File: config.mk
export PLATFORM = sky130hd
export DESIGN_NAME = ilv_out_mux
export DESIGN_NICKNAME = d
export VERILOG_FILES = /design/src/rtl/ilv_pkg.sv /design/src/rtl/ilv_rotator.sv /design/src/rtl/ilv_slice_sel.sv /design/src/rtl/ilv_out_reg.sv /design/src/rtl/ilv_out_mux.sv
export SDC_FILE = /design/constraint.sdc
export NUM_CORES = 1
export LEC_CHECK = 0
export BUFFER_PORTS_ARGS = -buffer_cell sky130_fd_sc_hd__buf_2
export CORE_MARGIN = 4
export CORE_UTILIZATION = 41
export DETAILED_ROUTE_END_ITERATION = 12
export PLACE_DENSITY = 0.83
export SLEW_MARGIN = 30
export SYNTH_ARGS = -nofsm -noshare
export SYNTH_HDL_FRONTEND = slang
export SYNTH_HIERARCHICAL = 1
export SYNTH_SLANG_ARGS = --single-unit
File: constraint.sdc
create_clock -name clk -period 2.6 [get_ports clk]
set_clock_uncertainty 0.05 [all_clocks]
set_input_delay 0.52 -clock clk [delete_from_list [all_inputs] [get_ports clk]]
set_output_delay 0.52 -clock clk [all_outputs]
set_load 0.03 [all_outputs]
File: src/rtl/ilv_pkg.sv
package ilv_pkg;

    parameter int NSLICE = 16;
    parameter int RES_W  = 9;
    parameter int OUT_W  = 8;

    localparam int PTR_W   = $clog2(NSLICE);
    localparam int BUS_W   = NSLICE * RES_W;
    localparam int MAXCODE = (1 << OUT_W) - 1;

    typedef logic [PTR_W-1:0] slot_t;
    typedef logic [RES_W-1:0] res_t;

    typedef struct packed {
        logic             ovr;
        logic [OUT_W-1:0] code;
    } out_word_t;

    // Clamp a slice result into the output code space.
    function automatic out_word_t saturate(input res_t r);
        out_word_t w;
        if (r > res_t'(MAXCODE)) begin
            w.ovr  = 1'b1;
            w.code = '1;
        end else begin
            w.ovr  = 1'b0;
            w.code = r[OUT_W-1:0];
        end
        return w;
    endfunction

    function automatic slot_t next_slot(input slot_t s);
        return (s == slot_t'(NSLICE - 1)) ? '0 : s + slot_t'(1);
    endfunction

endpackage

File: src/rtl/ilv_rotator.sv
module ilv_rotator
    import ilv_pkg::*;
(
    input  logic  clk,
    input  logic  rst,
    output slot_t slot
);
    slot_t slot_q;

    always_ff @(posedge clk) begin
        if (rst) slot_q <= '0;
        else     slot_q <= next_slot(slot_q);
    end

    assign slot = slot_q;
endmodule

File: src/rtl/ilv_slice_sel.sv
module ilv_slice_sel
    import ilv_pkg::*;
(
    input  logic [BUS_W-1:0]  res_bus,
    input  logic [NSLICE-1:0] xfer,
    input  slot_t             slot,
    output res_t              sel_res,
    output logic              sel_xfer
);
    res_t lanes [NSLICE];

    for (genvar i = 0; i < NSLICE; i++) begin : g_lane
        assign lanes[i] = res_bus[i*RES_W +: RES_W];
    end

    always_comb begin
        sel_res  = '0;
        sel_xfer = 1'b0;
        for (int i = 0; i < NSLICE; i++) begin
            if (slot == slot_t'(i)) begin
                sel_res  = lanes[i];
                sel_xfer = xfer[i];
            end
        end
    end
endmodule

File: src/rtl/ilv_out_reg.sv
module ilv_out_reg
    import ilv_pkg::*;
(
    input  logic      clk,
    input  logic      rst,
    input  logic      load,
    input  res_t      res,
    output out_word_t word,
    output logic      valid
);
    out_word_t word_q;
    logic      valid_q;

    always_ff @(posedge clk) begin
        if (rst) begin
            word_q  <= '0;
            valid_q <= 1'b0;
        end else begin
            valid_q <= load;
            if (load) word_q <= saturate(res);
        end
    end

    assign word  = word_q;
    assign valid = valid_q;
endmodule

File: src/rtl/ilv_out_mux.sv
module ilv_out_mux
    import ilv_pkg::*;
(
    input  logic                    clk,
    input  logic                    rst,
    input  logic                    cal_done,
    input  logic [NSLICE*RES_W-1:0] slice_res,
    input  logic [NSLICE-1:0]       slice_xfer,
    input  logic                    en_n,
    output logic [OUT_W-1:0]        dout,
    output logic                    ovr,
    output logic                    dvalid,
    output logic                    pad_oe
);
    slot_t     slot;
    res_t      sel_res;
    logic      sel_xfer;
    out_word_t word;

    ilv_rotator u_rot (
        .clk  (clk),
        .rst  (rst),
        .slot (slot)
    );

    ilv_slice_sel u_sel (
        .res_bus  (slice_res),
        .xfer     (slice_xfer),
        .slot     (slot),
        .sel_res  (sel_res),
        .sel_xfer (sel_xfer)
    );

    ilv_out_reg u_oreg (
        .clk   (clk),
        .rst   (rst),
        .load  (cal_done & sel_xfer),
        .res   (sel_res),
        .word  (word),
        .valid (dvalid)
    );

    assign dout   = word.code;
    assign ovr    = word.ovr;
    assign pad_oe = ~en_n;
endmodule

== After elaboration in Yosys (flattened, before gate mapping) ==
Index checks and enable logic that the tools add are counted.
Storage, ports and cells
  flip-flop bits (word level): 14
  input bits: 164
  output and inout bits: 11
  word-level logic and storage cells: 58
Operators by class
  $add $sub $neg: 1
  magnitude comparators: 1
  eq/ne operators: 15
  muxes and demuxes: 33
  bitwise logic cells: 2
  reduce and logical (&&, ||, !) cells: 2
Operator list (number)
  9-bit 2-to-1 mux: 17
  4-bit equality test, second input constant: 8
  4-bit by 3-bit equality test with 1-bit output, second input constant: 4
  1-bit 2-to-1 mux: 16
  9-bit by 8-bit > comparator with 1-bit output, second input constant: 1
  4-bit by 2-bit equality test with 1-bit output, second input constant: 2
  4-bit by 1-bit adder with 4-bit output, second input constant: 1
  4-bit by 1-bit equality test with 1-bit output, second input constant: 1
  4-bit logical NOT: 1
  2-bit OR reduction: 1
  1-bit AND: 1
  1-bit NOT: 1

== Depth between registers and ports, before layout ==
  depth after elaboration: 19
  gate-level depth with buffers: 13
  depth with buffers taken out: 8

== Cells and area by module ==
Netlist, hierarchy kept.
By module, submodules not included
  ilv_slice_sel: instances 1, cells each 249, area each 1779.2 µm², seq. area each 0.0 µm²
  ilv_out_reg: instances 1, cells each 41, area each 387.9 µm², seq. area each 200.2 µm²
  ilv_rotator: instances 1, cells each 15, area each 166.4 µm², seq. area each 80.1 µm²
  ilv_out_mux: instances 1, cells each 2, area each 10.0 µm², seq. area each 0.0 µm²

== Least setup slack after synthesis ==
No wires, ideal clock.
  kind: register to register
  start point: reg u_rot.slot_q[0] (netlist: u_rot/slot[0])
  end point: reg u_oreg.word_q (netlist bit u_oreg/word[3])
  arrival: 1.944 ns
  data required time: 2.417 ns
  setup slack: 0.473 ns
  stages on the path, launching flop included: 12
  path buffers: 3
  cells stage by stage: dfxtp_1 > buf_4 > mux4_2 > nand2_1 > nand3_1 > a32oi_1 > a21oi_1 > and2_1 > buf_6 > buf_12 > nor2_2 > a211oi_2
Between the ends
  elaborated cells on any way between the ends: 51
  those cells by class: order compare: 1; eq/ne: 15; mux: 33; bitwise: 1; reduce/logical: 1
RTL lines
  from (decl): RTL line ilv_rotator.sv:8  | slot_t slot_q;
  from (signal assigned): RTL line ilv_rotator.sv:12  | else slot_q <= next_slot(slot_q);
  4-bit logical NOT: RTL line ilv_slice_sel.sv:20  | if (slot == slot_t'(i)) begin
  1-bit 2-to-1 mux (15 in a row): RTL line ilv_slice_sel.sv:20
  1-bit 2-to-1 mux *: RTL line ilv_slice_sel.sv:20
  named net sel_xfer: RTL line ilv_out_mux.sv:17  | logic sel_xfer;
  1-bit AND *: RTL line ilv_out_mux.sv:37  | .load (cal_done & sel_xfer),
  to (signal assigned): RTL line ilv_out_reg.sv:20  | if (load) word_q <= saturate(res);
  to (decl): RTL line ilv_out_reg.sv:11  | out_word_t word_q;
The timed path passes the listed nets; every way through them passes the cells marked *.
A chain may end at the register's enable or synchronous reset.

== Worst setup path in the final report ==
  start point: reg u_rot.slot_q[1] (netlist: u_rot/slot[1])
  end point: reg u_oreg.word_q (netlist bit u_oreg/word[2])
Between the ends
  word-level cells in the longest chain between the ends: 19
  elaborated cells on any way between the ends: 51
  those cells by class: order compare: 1; eq/ne: 15; mux: 33; bitwise: 1; reduce/logical: 1
Ends and longest elaborated chain
  4-bit logical NOT: RTL line ilv_slice_sel.sv:20
  9-bit 2-to-1 mux (15 in a row): RTL line ilv_slice_sel.sv:20
  9-bit 2-to-1 mux *: RTL line ilv_slice_sel.sv:20
  named net sel_res[2]: RTL line ilv_out_mux.sv:16  | res_t sel_res;
  9-bit by 8-bit > comparator with 1-bit output: RTL line ilv_pkg.sv:22  | if (r > res_t'(MAXCODE)) begin
  9-bit 2-to-1 mux *: RTL line ilv_pkg.sv:22
Marked as above.

==> run_results.csv <==
group,metric,value,unit
floorplanning,die_area,6990,µm²
global_routing,grt_max_degree,27,
route,wl_per_cell,17.2,µm
route,finalWirelength,9.29,mm
synthesis,yosys.area.top_type,"dfxtp_1",
global_routing,antenna_found_initial,0,
power,switchingPower,430,µW
floorplanning,core,5540,µm²
clocking,clock_sinks,14,
min_path,whs_endpoint,"u_oreg/word[0]$_SDFFE_PP0P_",
critical_path,path_max_fanout,24,
sta,period_share,0.900,
floorplanning,ioPinCount,175,
sta,timing.fmax,427,MHz
sta,fin_tns_setup,0,ns
critical_path,crit_buf_inv,0,
sta,setup_violations,0,
power,switching_share,0.393,
power,power,1090,µW
critical_path,r2r-end,"u_oreg/word[2]$_SDFFE_PP0P_",
synthesis,ys_types,60,
job,drv_cap,0,
critical_path,critical_path.endpoint_type,"register",
synthesis,synth_top_area_frac,0.120,
placed_design,pre_cts_slack,0.248,ns
synthesis,syn_area_per_cell,7.63,µm²
sta,drv_slew,0,
critical_path,crit_required,2.67,ns
clocking,clock_tree.root_cell,"clkbuf_8",
power,clkPwrFrac,0.199,
layout,final_cell_mix,"174 x buf_2, 34 x a21oi_1, 23 x nor2_1",
route,ant_nets,0,
power,p_seq_frac,0.243,
synthesis,syn-num-nets,472,
sta,timing_hold_violations_final,0,
status,status,"completed",
synthesis,syn-cell-area,2340,µm²
power,cellLeakagePower,0.00152,µW
layout,final_nets,635,
clocking,cts_setup_buffers,0,
sta,timing.final.crit_period,2.34,ns
route,drc,0,
sta,relSlewSlack,0.418,
global_routing,grt_usage,0.252,
layout,layout_commonest_cell,"buf_2",
global_routing,grt_pass1_vias,3160,
global_routing,grt.overflow.total,0,
synthesis,synthCells,307,
placed_design,io_buffer_count,174,
critical_path,cp.arrival,2.41,ns
power,p_int,663,µW
floorplanning,die_w,83.6,µm
layout,areaGrowthSynthToFinish,38.7,%
clocking,cts_inserted_buffers,3,
clocking,clkLatencyLatePin,0.25,ns
placed_design,hpwl,7.43,mm
min_path,worstHoldStart,"u_oreg/word[0]$_SDFFE_PP0P_",
synthesis,synthTopCellsByArea,"dfxtp_1 12%, mux2i_1 9.0%, mux4_2 8.6%",
critical_path,slowest_delay,0.74,ns
clocking,htreeDepth,1,
synthesis,synth_ff_type,"dfxtp_1",
power,pwr-share-comb,0.559,
critical_path,crit_chain,"nor2b_1, a21oi_1, a32o_1, a311oi_1, nor2_1, nor2_1, a211oi_1",
synthesis,yosysWarnings,6,
global_routing,grt_pass1_wl,14.9,mm
floorplanning,die_h,83.6,µm
sta,setup_ws,0.259,ns
synthesis,yosysSeqAreaShare,0.120,
synthesis,synth-edff-count,0,
clocking,cts_tree,"yes",
placed_design,finalWeightedCongestion,0.925,
critical_path,critPathTopFamily,"simple AND/OR/NAND/NOR gates",
sta,tightest_slew,0.871,ns
synthesis,synthArstFlopShare,0,
critical_path,crit_path_start_kind,"register",
route,first_iter_violations,169,
layout,post-route-cell-area,3250,µm²
min_path,hold_path.class,"register to register",
critical_path,ff2ff_path_depth,7,
critical_path,reg2reg_from,"u_rot/slot[1]$_SDFF_PP0_",
route,drtPass1Iterations,8,
clocking,clk_pin_slew_worst_paths,0.06,ns
clocking,cts_buffer_depth,2,
critical_path,crit_type,"register to register",
critical_path,crit_top_cell,"nor2_1",
route,viasPerCell,5.78,
critical_path,slowest_stage,"nor2b_1",
layout,drive_gt1_frac,0.482,
power,powerDensity,336,nW/µm²
power,peakVddDrop,0.172,mV
floorplanning,rows,27,
route,vias,3129,
synthesis,synth-seq-cells,14,
floorplanning,initial_core_util,0.423,
critical_path,r2r_slack,0.26,ns
min_path,min_path_cells,2,
critical_path,cp.depth,7,
sta,rsz0062_at_grt,"false",
placed_design,postPlaceCellArea,3190,µm²
layout,antennaDiodeCount,0,
-- per-layer routing --
metal,vias to the layer above,track usage,wire (µm)
li1,1497,-,-
met1,1391,0.301,3510
met2,215,0.445,4560
met3,26,0.0434,915
met4,0,0.0980,305
met5,-,0,0
-- per-stage QoR --
step           cells  utilization  hold slack (ns)
6_report         541        0.587            0.439
5_1_grt          541        0.587            0.460
4_1_cts          541        0.586            0.440
3_5_place_dp     537        0.577            0.432
3_3_place_gp     537        0.577            0.420
2_1_floorplan    307            -            0.437
-- power groups by stage --
stage / clock, µW / sequential, µW / combinational, µW
2_1_floorplan: 0 / 291 / 384
3_5_place_dp: 0 / 269 / 601
6_report: 217 / 265 / 611
5_1_grt: 228 / 269 / 666
4_1_cts: 216 / 265 / 605
3_3_place_gp: 0 / 269 / 590
-- repair_timing --
| action | CTS | global route |
|---|---|---|
| endpoints found under the setup margin | 0 | 8 |
| endpoints found under the hold margin | 0 | 0 |
| resized for setup | 0 | 1 |
| hold buffers | 0 | 0 |
-- sequential cells by signal, summed over array words and instances (netlist names) --
register,count
u_oreg/valid,1
u_rot/slot,4
u_oreg/word,9
-- worst max path at each step --
stage | startpoint | to | slack [ns]
after floorplan | u_rot/slot[0]$_SDFF_PP0_ | u_oreg/word[3]$_SDFFE_PP0P_ | 0.47
after global placement | slice_xfer[3] | u_oreg/word[8]$_SDFFE_PP0P_ | 0.28
after detailed placement | slice_xfer[3] | u_oreg/word[8]$_SDFFE_PP0P_ | 0.25
after CTS | u_rot/slot[1]$_SDFF_PP0_ | u_oreg/word[7]$_SDFFE_PP0P_ | 0.23
after global routing | u_rot/slot[1]$_SDFF_PP0_ | u_oreg/word[2]$_SDFFE_PP0P_ | 0.04
final | u_rot/slot[1]$_SDFF_PP0_ | u_oreg/word[2]$_SDFFE_PP0P_ | 0.26
-- synthesized netlist by cell type, types with 2 or more instances --
cell type  count
a211oi_1      10
nand2b_1       7
and3b_1        2
nand3_1        9
nor4_1         2
buf_6          7
dfxtp_1       14
nand4_1        2
mux4_2         9
o21ai_0       19
nor2_1        23
inv_1          6
mux2_2         4
a21o_1         3
mux2i_1       21
nor3_2         3
buf_4          8
nand3b_1       2
nor2b_1        8
a31oi_1        4
a211oi_2       2
buf_2         14
o21ai_1        3
a21oi_1       34
o211ai_1       2
nor3b_1        2
o221ai_1       4
a221oi_1       4
a22oi_1       10
and3_1         3
nor2_2         2
nor3_1         4
inv_2          2
nand2_1       22
nor3b_2        2
a32oi_1        4
a2111o_1       2
o22ai_1        6
-- cells by family (layout without fill, tap and decap cells) --
family	count (synthesis)	count (layout)	share of synthesized area
muxes	34	34	0.195
xor gates and xnor gates	1	1	0.00374
and+or+nand+nor	98	98	0.225
AOI/OAI and AO/OA	118	118	0.335
DFF	14	14	0.120
adders and majority gates	1	1	0.00534
buffers and inverters	41	203	0.116
-- worst register-to-register path, stage by stage (launching register included) --
cell and delay [ns]:
dfxtp_2 0.47, nor2b_1 0.74, a21oi_1 0.18, a32o_1 0.31, a311oi_1 0.21, nor2_1 0.08
nor2_1 0.09, a211oi_1 0.07
-- cell type report --
type                    count  area (µm²)
inverters                   8        30.0
repair buffers            191         998
fillers                   527        2290
multi-input cells         252        1790
clock buffers               4        55.1
flip-flops and latches     14         284
well taps                  72        90.1
No activity file was read; power rests on OpenSTA's default activity.
